<file path="src/rtl/dmaq_pkg.sv">
package dmaq_pkg;
  localparam int ID_W    = 5;
  localparam int NUM_IDS = 1 << ID_W;
  localparam int ADDR_W  = 32;
  localparam int LEN_W   = 24;
  localparam int DATA_W  = 32;

  // register byte offsets
  localparam logic [11:0] OFS_IRQ_MASK = 12'h080;
  localparam logic [11:0] OFS_IRQ_PEND = 12'h084;
  localparam logic [11:0] OFS_IRQ_SRC  = 12'h088;
  localparam logic [11:0] OFS_CTRL     = 12'h400;
  localparam logic [11:0] OFS_NEXT_ID  = 12'h404;
  localparam logic [11:0] OFS_SUBMIT   = 12'h408;
  localparam logic [11:0] OFS_FLAGS    = 12'h40c;
  localparam logic [11:0] OFS_DST      = 12'h410;
  localparam logic [11:0] OFS_SRC      = 12'h414;
  localparam logic [11:0] OFS_LEN      = 12'h418;
  localparam logic [11:0] OFS_DONE     = 12'h428;
  localparam logic [11:0] OFS_ACTIVE   = 12'h42c;

  localparam int IRQ_START = 0;
  localparam int IRQ_END   = 1;

  typedef struct packed {
    logic [ID_W-1:0]   id;
    logic              cyclic;
    logic [ADDR_W-1:0] dst;
    logic [ADDR_W-1:0] src;
    logic [LEN_W-1:0]  len;
  } xfer_req_t;

  function automatic logic [ID_W-1:0] id_after(input logic [ID_W-1:0] id);
    return id + ID_W'(1);
  endfunction

  function automatic logic [NUM_IDS-1:0] id_onehot(input logic [ID_W-1:0] id);
    return NUM_IDS'(1) << id;
  endfunction

  function automatic logic [1:0] irq_visible(input logic [1:0] pend,
                                             input logic [1:0] mask);
    return pend & ~mask;
  endfunction
endpackage

</file>
<file path="src/rtl/dmaq_fifo.sv">
module dmaq_fifo
  import dmaq_pkg::*;
#(
  parameter int DEPTH = 4
) (
  input  logic      clk,
  input  logic      rst_n,
  input  logic      push,
  input  xfer_req_t push_data,
  input  logic      pop,
  input  logic      flush,
  output xfer_req_t head,
  output logic      valid,
  output logic      full
);
  localparam int PTR_W = (DEPTH > 1) ? $clog2(DEPTH) : 1;
  localparam int CNT_W = $clog2(DEPTH + 1);

  xfer_req_t        mem [DEPTH];
  logic [PTR_W-1:0] wr_ptr, rd_ptr;
  logic [CNT_W-1:0] count;
  logic             push_ok, pop_ok;

  function automatic logic [PTR_W-1:0] ptr_step(input logic [PTR_W-1:0] p);
    return (p == PTR_W'(DEPTH - 1)) ? '0 : p + PTR_W'(1);
  endfunction

  assign valid   = (count != '0);
  assign full    = (count == CNT_W'(DEPTH));
  assign push_ok = push && !flush && !full;
  assign pop_ok  = pop && !flush && valid;
  assign head    = mem[rd_ptr];

  always_ff @(posedge clk) begin
    if (push_ok) mem[wr_ptr] <= push_data;
  end

  always_ff @(posedge clk) begin
    if (!rst_n || flush) begin
      wr_ptr <= '0;
      rd_ptr <= '0;
      count  <= '0;
    end else begin
      if (push_ok) wr_ptr <= ptr_step(wr_ptr);
      if (pop_ok)  rd_ptr <= ptr_step(rd_ptr);
      case ({push_ok, pop_ok})
        2'b10:   count <= count + CNT_W'(1);
        2'b01:   count <= count - CNT_W'(1);
        default: count <= count;
      endcase
    end
  end

  // the front end never pushes into a full queue
  a_r3_no_push_full: assert property (@(posedge clk) disable iff (!rst_n)
    (push && !flush) |-> !full);
  // a pop only happens with an entry present
  a_r4_no_pop_empty: assert property (@(posedge clk) disable iff (!rst_n)
    (pop && !flush) |-> valid);
endmodule

</file>
<file path="src/rtl/dmaq_irq.sv">
module dmaq_irq
  import dmaq_pkg::*;
(
  input  logic       clk,
  input  logic       rst_n,
  input  logic       start_evt,
  input  logic       end_evt,
  input  logic       mask_we,
  input  logic [1:0] mask_wdata,
  input  logic       clr_we,
  input  logic [1:0] clr_bits,
  output logic [1:0] pend,
  output logic [1:0] mask,
  output logic [1:0] src,
  output logic       irq
);
  logic [1:0] set_bits, clr_mask, pend_n;

  always_comb begin
    set_bits            = '0;
    set_bits[IRQ_START] = start_evt;
    set_bits[IRQ_END]   = end_evt;
    clr_mask            = clr_we ? clr_bits : 2'b00;
    pend_n              = (pend & ~clr_mask) | set_bits;
  end

  always_ff @(posedge clk) begin
    if (!rst_n) begin
      pend <= '0;
      mask <= 2'b11;
    end else begin
      pend <= pend_n;
      if (mask_we) mask <= mask_wdata;
    end
  end

  assign src = irq_visible(pend, mask);
  assign irq = |src;

  // an event beats a simultaneous clear
  a_r6_end_set_wins: assert property (@(posedge clk) disable iff (!rst_n)
    end_evt |=> pend[IRQ_END]);
  // a clear without an event drops the bit
  a_r6_start_cleared: assert property (@(posedge clk) disable iff (!rst_n)
    (clr_we && clr_bits[IRQ_START] && !start_evt) |=> !pend[IRQ_START]);
endmodule

</file>
<file path="src/rtl/dmaq_idtrack.sv">
module dmaq_idtrack
  import dmaq_pkg::*;
(
  input  logic               clk,
  input  logic               rst_n,
  input  logic               alloc,
  input  logic               start_evt,
  input  logic [ID_W-1:0]    start_id,
  input  logic               done_strobe,
  input  logic [ID_W-1:0]    done_id,
  output logic [ID_W-1:0]    next_id,
  output logic [NUM_IDS-1:0] done_map,
  output logic [ID_W-1:0]    active_id
);
  logic [NUM_IDS-1:0] set_mask, clr_mask, done_map_n;

  always_comb begin
    set_mask   = done_strobe ? id_onehot(done_id) : '0;
    clr_mask   = alloc ? id_onehot(next_id) : '0;
    done_map_n = (done_map & ~clr_mask) | set_mask;
  end

  always_ff @(posedge clk) begin
    if (!rst_n) begin
      next_id   <= '0;
      done_map  <= '0;
      active_id <= '0;
    end else begin
      done_map <= done_map_n;
      if (alloc)     next_id   <= id_after(next_id);
      if (start_evt) active_id <= start_id;
    end
  end

  // a completion is recorded at the sampling edge
  a_r5_done_recorded: assert property (@(posedge clk) disable iff (!rst_n)
    done_strobe |=> done_map[$past(done_id)]);
  // handing out a tag clears its completion bit
  a_r5_reuse_clears: assert property (@(posedge clk) disable iff (!rst_n)
    (alloc && !(done_strobe && done_id == next_id)) |=> !done_map[$past(next_id)]);
  // tag 31 is followed by tag 0
  a_r12_wrap: assert property (@(posedge clk) disable iff (!rst_n)
    (alloc && next_id == ID_W'(NUM_IDS - 1)) |=> (next_id == '0));
endmodule

</file>
<file path="src/rtl/dma_req_frontend.sv">
module dma_req_frontend
  import dmaq_pkg::*;
#(
  parameter int QUEUE_DEPTH = 4,
  parameter int REG_AW      = 12
) (
  input  logic              clk,
  input  logic              rst_n,
  input  logic              reg_wr,
  input  logic [REG_AW-1:0] reg_addr,
  input  logic [DATA_W-1:0] reg_wdata,
  output logic [DATA_W-1:0] reg_rdata,
  output logic              req_valid,
  output logic [ID_W-1:0]   req_id,
  output logic              req_cyclic,
  output logic [ADDR_W-1:0] req_dst,
  output logic [ADDR_W-1:0] req_src,
  output logic [LEN_W-1:0]  req_len,
  input  logic              req_ack,
  input  logic              done_strobe,
  input  logic [ID_W-1:0]   done_id,
  output logic              irq
);
  // control and staging state
  logic              ctrl_en, ctrl_pause, stg_cyc, sub_pend;
  logic [ADDR_W-1:0] stg_dst, stg_src;
  logic [LEN_W-1:0]  stg_len;

  // named events
  logic wr_ctrl, wr_submit, wr_mask, wr_pend, stage_open;
  logic disable_evt, submit_evt, push_evt, handoff_evt, pop_evt;
  logic busy;

  // sub-block outputs
  xfer_req_t          q_head, q_in;
  logic               q_valid, q_full;
  logic [1:0]         irq_pend, irq_mask, irq_src;
  logic [ID_W-1:0]    next_id, active_id;
  logic [NUM_IDS-1:0] done_map;

  assign wr_ctrl     = reg_wr && (reg_addr == REG_AW'(OFS_CTRL));
  assign wr_submit   = reg_wr && (reg_addr == REG_AW'(OFS_SUBMIT));
  assign wr_mask     = reg_wr && (reg_addr == REG_AW'(OFS_IRQ_MASK));
  assign wr_pend     = reg_wr && (reg_addr == REG_AW'(OFS_IRQ_PEND));
  assign stage_open  = reg_wr && !sub_pend;

  assign disable_evt = wr_ctrl && !reg_wdata[0];
  assign submit_evt  = wr_submit && reg_wdata[0] && ctrl_en && !sub_pend;
  assign push_evt    = sub_pend && ctrl_en && !q_full && !disable_evt;
  assign req_valid   = q_valid && ctrl_en && !ctrl_pause;
  assign handoff_evt = req_valid && req_ack;
  assign pop_evt     = handoff_evt && !q_head.cyclic;
  assign busy        = sub_pend || q_full;

  always_ff @(posedge clk) begin
    if (!rst_n) begin
      ctrl_en    <= 1'b0;
      ctrl_pause <= 1'b0;
    end else if (wr_ctrl) begin
      ctrl_en    <= reg_wdata[0];
      ctrl_pause <= reg_wdata[1];
    end
  end

  always_ff @(posedge clk) begin
    if (!rst_n) begin
      stg_cyc <= 1'b0;
      stg_dst <= '0;
      stg_src <= '0;
      stg_len <= '0;
    end else if (stage_open) begin
      if (reg_addr == REG_AW'(OFS_FLAGS)) stg_cyc <= reg_wdata[0];
      if (reg_addr == REG_AW'(OFS_DST))   stg_dst <= reg_wdata;
      if (reg_addr == REG_AW'(OFS_SRC))   stg_src <= reg_wdata;
      if (reg_addr == REG_AW'(OFS_LEN))   stg_len <= reg_wdata[LEN_W-1:0];
    end
  end

  always_ff @(posedge clk) begin
    if (!rst_n || disable_evt) sub_pend <= 1'b0;
    else if (submit_evt)       sub_pend <= 1'b1;
    else if (push_evt)         sub_pend <= 1'b0;
  end

  always_comb begin
    q_in.id     = next_id;
    q_in.cyclic = stg_cyc;
    q_in.dst    = stg_dst;
    q_in.src    = stg_src;
    q_in.len    = stg_len;
  end

  dmaq_fifo #(.DEPTH(QUEUE_DEPTH)) u_queue (
    .clk       (clk),
    .rst_n     (rst_n),
    .push      (push_evt),
    .push_data (q_in),
    .pop       (pop_evt),
    .flush     (disable_evt),
    .head      (q_head),
    .valid     (q_valid),
    .full      (q_full)
  );

  dmaq_irq u_irq (
    .clk        (clk),
    .rst_n      (rst_n),
    .start_evt  (pop_evt),
    .end_evt    (done_strobe),
    .mask_we    (wr_mask),
    .mask_wdata (reg_wdata[1:0]),
    .clr_we     (wr_pend),
    .clr_bits   (reg_wdata[1:0]),
    .pend       (irq_pend),
    .mask       (irq_mask),
    .src        (irq_src),
    .irq        (irq)
  );

  dmaq_idtrack u_ids (
    .clk         (clk),
    .rst_n       (rst_n),
    .alloc       (push_evt),
    .start_evt   (handoff_evt),
    .start_id    (q_head.id),
    .done_strobe (done_strobe),
    .done_id     (done_id),
    .next_id     (next_id),
    .done_map    (done_map),
    .active_id   (active_id)
  );

  assign req_id     = q_head.id;
  assign req_cyclic = q_head.cyclic;
  assign req_dst    = q_head.dst;
  assign req_src    = q_head.src;
  assign req_len    = q_head.len;

  always_comb begin
    reg_rdata = '0;
    case (reg_addr)
      REG_AW'(OFS_IRQ_MASK): reg_rdata = DATA_W'(irq_mask);
      REG_AW'(OFS_IRQ_PEND): reg_rdata = DATA_W'(irq_pend);
      REG_AW'(OFS_IRQ_SRC):  reg_rdata = DATA_W'(irq_src);
      REG_AW'(OFS_CTRL):     reg_rdata = DATA_W'({ctrl_pause, ctrl_en});
      REG_AW'(OFS_NEXT_ID):  reg_rdata = DATA_W'(next_id);
      REG_AW'(OFS_SUBMIT):   reg_rdata = DATA_W'(busy);
      REG_AW'(OFS_FLAGS):    reg_rdata = DATA_W'(stg_cyc);
      REG_AW'(OFS_DST):      reg_rdata = DATA_W'(stg_dst);
      REG_AW'(OFS_SRC):      reg_rdata = DATA_W'(stg_src);
      REG_AW'(OFS_LEN):      reg_rdata = DATA_W'(stg_len);
      REG_AW'(OFS_DONE):     reg_rdata = DATA_W'(done_map);
      REG_AW'(OFS_ACTIVE):   reg_rdata = DATA_W'(active_id);
      default:               reg_rdata = '0;
    endcase
  end

  // an offered request holds until taken
  a_r4_head_held: assert property (@(posedge clk) disable iff (!rst_n)
    (req_valid && !req_ack && !wr_ctrl) |=>
      (req_valid && $stable(req_id) && $stable(req_len)));
  // a repeating request is offered again with the same tag
  a_r10_repeat_stays: assert property (@(posedge clk) disable iff (!rst_n)
    (handoff_evt && req_cyclic && !wr_ctrl) |=>
      (req_valid && req_id == $past(req_id)));
  // disabling drops all queued and pending work
  a_r9_disable_empties: assert property (@(posedge clk) disable iff (!rst_n)
    disable_evt |=> (!req_valid && !busy));
endmodule

</file>
<file path="config.mk">
export PLATFORM = sky130hd
export DESIGN_NAME = dma_req_frontend
export DESIGN_NICKNAME = d
export VERILOG_FILES = /design/src/rtl/dmaq_pkg.sv /design/src/rtl/dmaq_fifo.sv /design/src/rtl/dmaq_irq.sv /design/src/rtl/dmaq_idtrack.sv /design/src/rtl/dma_req_frontend.sv
export SDC_FILE = /design/constraint.sdc
export NUM_CORES = 1
export LEC_CHECK = 0
export ABC_CLOCK_PERIOD_IN_PS = 4600
export BUFFER_PORTS_ARGS = -buffer_cell sky130_fd_sc_hd__buf_2
export CORE_ASPECT_RATIO = 2
export CORE_UTILIZATION = 45
export DETAILED_ROUTE_END_ITERATION = 12
export PLACE_DENSITY_LB_ADDON = 0.2
export SYNTH_ARGS = -nofsm -noshare
export SYNTH_HDL_FRONTEND = slang
export SYNTH_HIERARCHICAL = 1
export SYNTH_SLANG_ARGS = --single-unit
</file>
<file path="constraint.sdc">
create_clock -name clk -period 4.6 [get_ports clk]
set_input_delay 0.23 -clock clk [delete_from_list [all_inputs] [get_ports clk]]
set_output_delay 0.23 -clock clk [all_outputs]
set_load 0.005 [all_outputs]
</file>
==> impl_metrics.json <==
{
  "status": "completed",
  "fin_crit_sh_pct": 72.7,
  "synth_edf_count": 376,
  "yosysMostFrequentCell": "edfxtp_1",
  "synthArstFlopShare_pct": 0,
  "slew_headroom_pct": 21.2,
  "ys_top_cells_by_area": "edfxtp_1 55%, dfxtp_1 14%, mux4_2 10%",
  "use_met1_pct": 27.9,
  "p_total_w": 0.00890,
  "io_pins": 182,
  "period_minus_slack_ps": 3350,
  "yosysSeqAreaShare_pct": 69.0,
  "power_density_nw_per_um2": 373,
  "syn_avg_cell_area_um2": 15.5,
  "gp_congestion": 0.843,
  "worstPathMaxFanout": 44,
  "drt_iter0_markers": 815,
  "routedWlPerCell_um": 25.0,
  "area_growth_pct": 15.7,
  "r2r-start": "u_queue/count[0]",
  "synthFlopType": "edfxtp_1",
  "setup.worst_path.end": "u_queue/mem[3][48]",
  "worstSetupStartpointType": "flop",
  "dp_hpwl_um": 35600,
  "hold_path.class": "primary input to flop",
  "reg2reg_depth": 7,
  "overflow": 0,
  "portBuffers": 181,
  "clock_latency_ps": 560,
  "yosys_register_bits": 523,
  "hold_violations": 0,
  "cts_tree": "yes",
  "grt_pass1_vias": 12600,
  "crit_path_start": "u_queue/count[0]",
  "critPathCaptureType": "flop",
  "netlist_area_um2": 20600,
  "grt_max_degree": 71,
  "drc": 0,
  "r2r_end": "u_queue/mem[3][48]",
  "worstMarginPinSlew_ps": 1180,
  "grt_pass1_wl_um": 80000,
  "nets": 1611,
  "cp_data_required_time_ps": 4830,
  "max_freq_mhz": 299,
  "antenna_found_initial": 0,
  "drtAntennaViolNets": 0,
  "yosys.cell_types.count": 62,
  "timing.reg2reg.setup_slack_ps": 1250,
  "fillCellCount": 3742,
  "grtUsageMet2_pct": 41.3,
  "setup_tns_ps": 0,
  "ys.warnings.count": 6,
  "slew_violations": 0,
  "initial_core_util_pct": 45.7,
  "drt_pass1_iterations": 5,
  "dp_slack_ps": 765,
  "arrival_ps": 3580,
  "vias": 12400,
  "setup_slack_ps": 1250,
  "wl_um": 53400,
  "postCtsSetupBuffers": 0,
  "yosys.area.top_type_share_pct": 54.7,
  "top_usage_layer": "met2",
  "power_leakage_nw": 7.18,
  "cap_viol_max_count": 0,
  "syn_nets": 1396,
  "syn_inst": 1329,
  "die_w_um": 153,
  "rsz0062_at_grt": "no",
  "cts_sinks": 523,
  "grt_use_total_pct": 23.2,
  "cts_resized": 0,
  "rows": 110,
  "grtUsageMet3_pct": 2.56,
  "setup_viol": 0,
  "core_um2": 45100,
  "cts_buffers": 44,
  "critical_path_class": "flop to flop",
  "root_buffer": "clkbuf_16",
  "die_h_um": 305,
  "synth_top_cells_by_count": "376 x edfxtp_1, 215 x nand2_1, 147 x dfxtp_1",
  "synth_top_area_cell": "edfxtp_1",
  "die_area_um2": 46800,
  "clk_pin_slew_ps": 70,
  "cts_buffer_depth": 3,
  "ctsHoldBuffers": 32,
  "htree_levels": 2,
  "vdd_drop_max_v": 0.000257,
  "via_per_inst": 5.81,
  "drive_gt1_share_pct": 25.3,
  "finClkSkew_ps": 13.0
}
==> kinds of logic (layout without fill, tap and decap cells) <==
family / after synthesis / count (layout) / share of synthesized area [%]
AOI/OAI and AO/OA: 252 / 252 / 8.73
xor gates and xnor gates: 5 / 5 / 0.212
other: 0 / 1 / 0
DFF: 523 / 523 / 69.0
adders and majority gates: 13 / 13 / 0.825
muxes: 115 / 115 / 11.3
and+or+nand+nor: 326 / 326 / 7.61
buffers and inverters: 95 / 345 / 2.33
==> through the flow <==
step / hold slack [ps] / std cells / instance area (µm²) / utilization (%)
final: 39.4 / 2140 / 23900 / 52.9
after CTS: 19.4 / 2139 / 23900 / 52.9
after global routing: 69.6 / 2139 / 23900 / 52.9
after global placement: 465 / 2026 / 22100 / 49.0
after floorplan: 292 / 1329 / 20600 / -
after detailed placement: 472 / 2026 / 22100 / 49.0
==> per-layer routing <==
| metal | vias up | share of wire [%] |
|---|---|---|
| li1 | 5549 | - |
| met1 | 6339 | 38 |
| met2 | 442 | 52 |
| met3 | 110 | 5.0 |
| met4 | 0 | 4.6 |
| met5 | - | 0 |
==> final cells by class <==
class,count,area [µm²],share of cell area (%)
clock inverters,24,265,1.11
diodes,1,2.50,0.0105
repair buffers,248,1490,6.25
well taps,560,701,2.93
clock buffers,57,1170,4.90
inverters,16,60.1,0.252
flip-flops and latches,523,14200,59.6
multi-input cells,711,5950,24.9
==> layout by cell type (no fill, tap or decap), drive strengths merged, types with 12 or more instances in the layout <==
cell and instances:
mux2i 19, o211ai 33, mux4 94, a22oi 40, nand4 14, inv 18, a21boi 88, nand2 215
nor2 14, dlygate4sd3 32, ha 12, clkbuf 57, dfxtp 147, buf 216, clkinv 15, o21ai 61
nor2b 20, edfxtp 376
==> power breakdown <==
part | internal [W] | leakage [nW] | switching [W]
sequential | 0.00498 | 4.24 | 0.00000382
combinational | 0.0000621 | 2.24 | 0.0000869
clock | 0.00209 | 0.695 | 0.00167
total | 0.00714 | 7.18 | 0.00176
==> critical path, cell delays in order (launching register included) <==
cell and delay, ps:
dfxtp_1 400, or3b_1 290, inv_1 110, nor4_1 250
buf_4 230, nor2b_1 430, and3_4 770, buf_4 440
==> registers in the layout, indices dropped and copies added, names as in the netlist, 3 cells and up, named ones only <==
signal / cells
u_ids/done_map: 32
u_queue/mem: 376
stg_dst: 32
stg_src: 32
u_queue/count: 3
u_ids/active_id: 5
stg_len: 24
u_ids/next_id: 5
==> worst min path at each step <==
stage                      start       endpoint  slack [ps]  cells past startpoint
6_report             done_strobe  u_irq/pend[1]          40                      3
4_1_cts              done_strobe  u_irq/pend[1]          20                      3
5_1_grt              done_strobe  u_irq/pend[1]          70                      3
3_5_place_dp   u_queue/rd_ptr[1]           flop         470                      2
3_3_place_gp   u_queue/rd_ptr[1]           flop         460                      2
2_1_floorplan              rst_n  u_irq/mask[0]         290                      1
(Power assumes the default switching activity.)
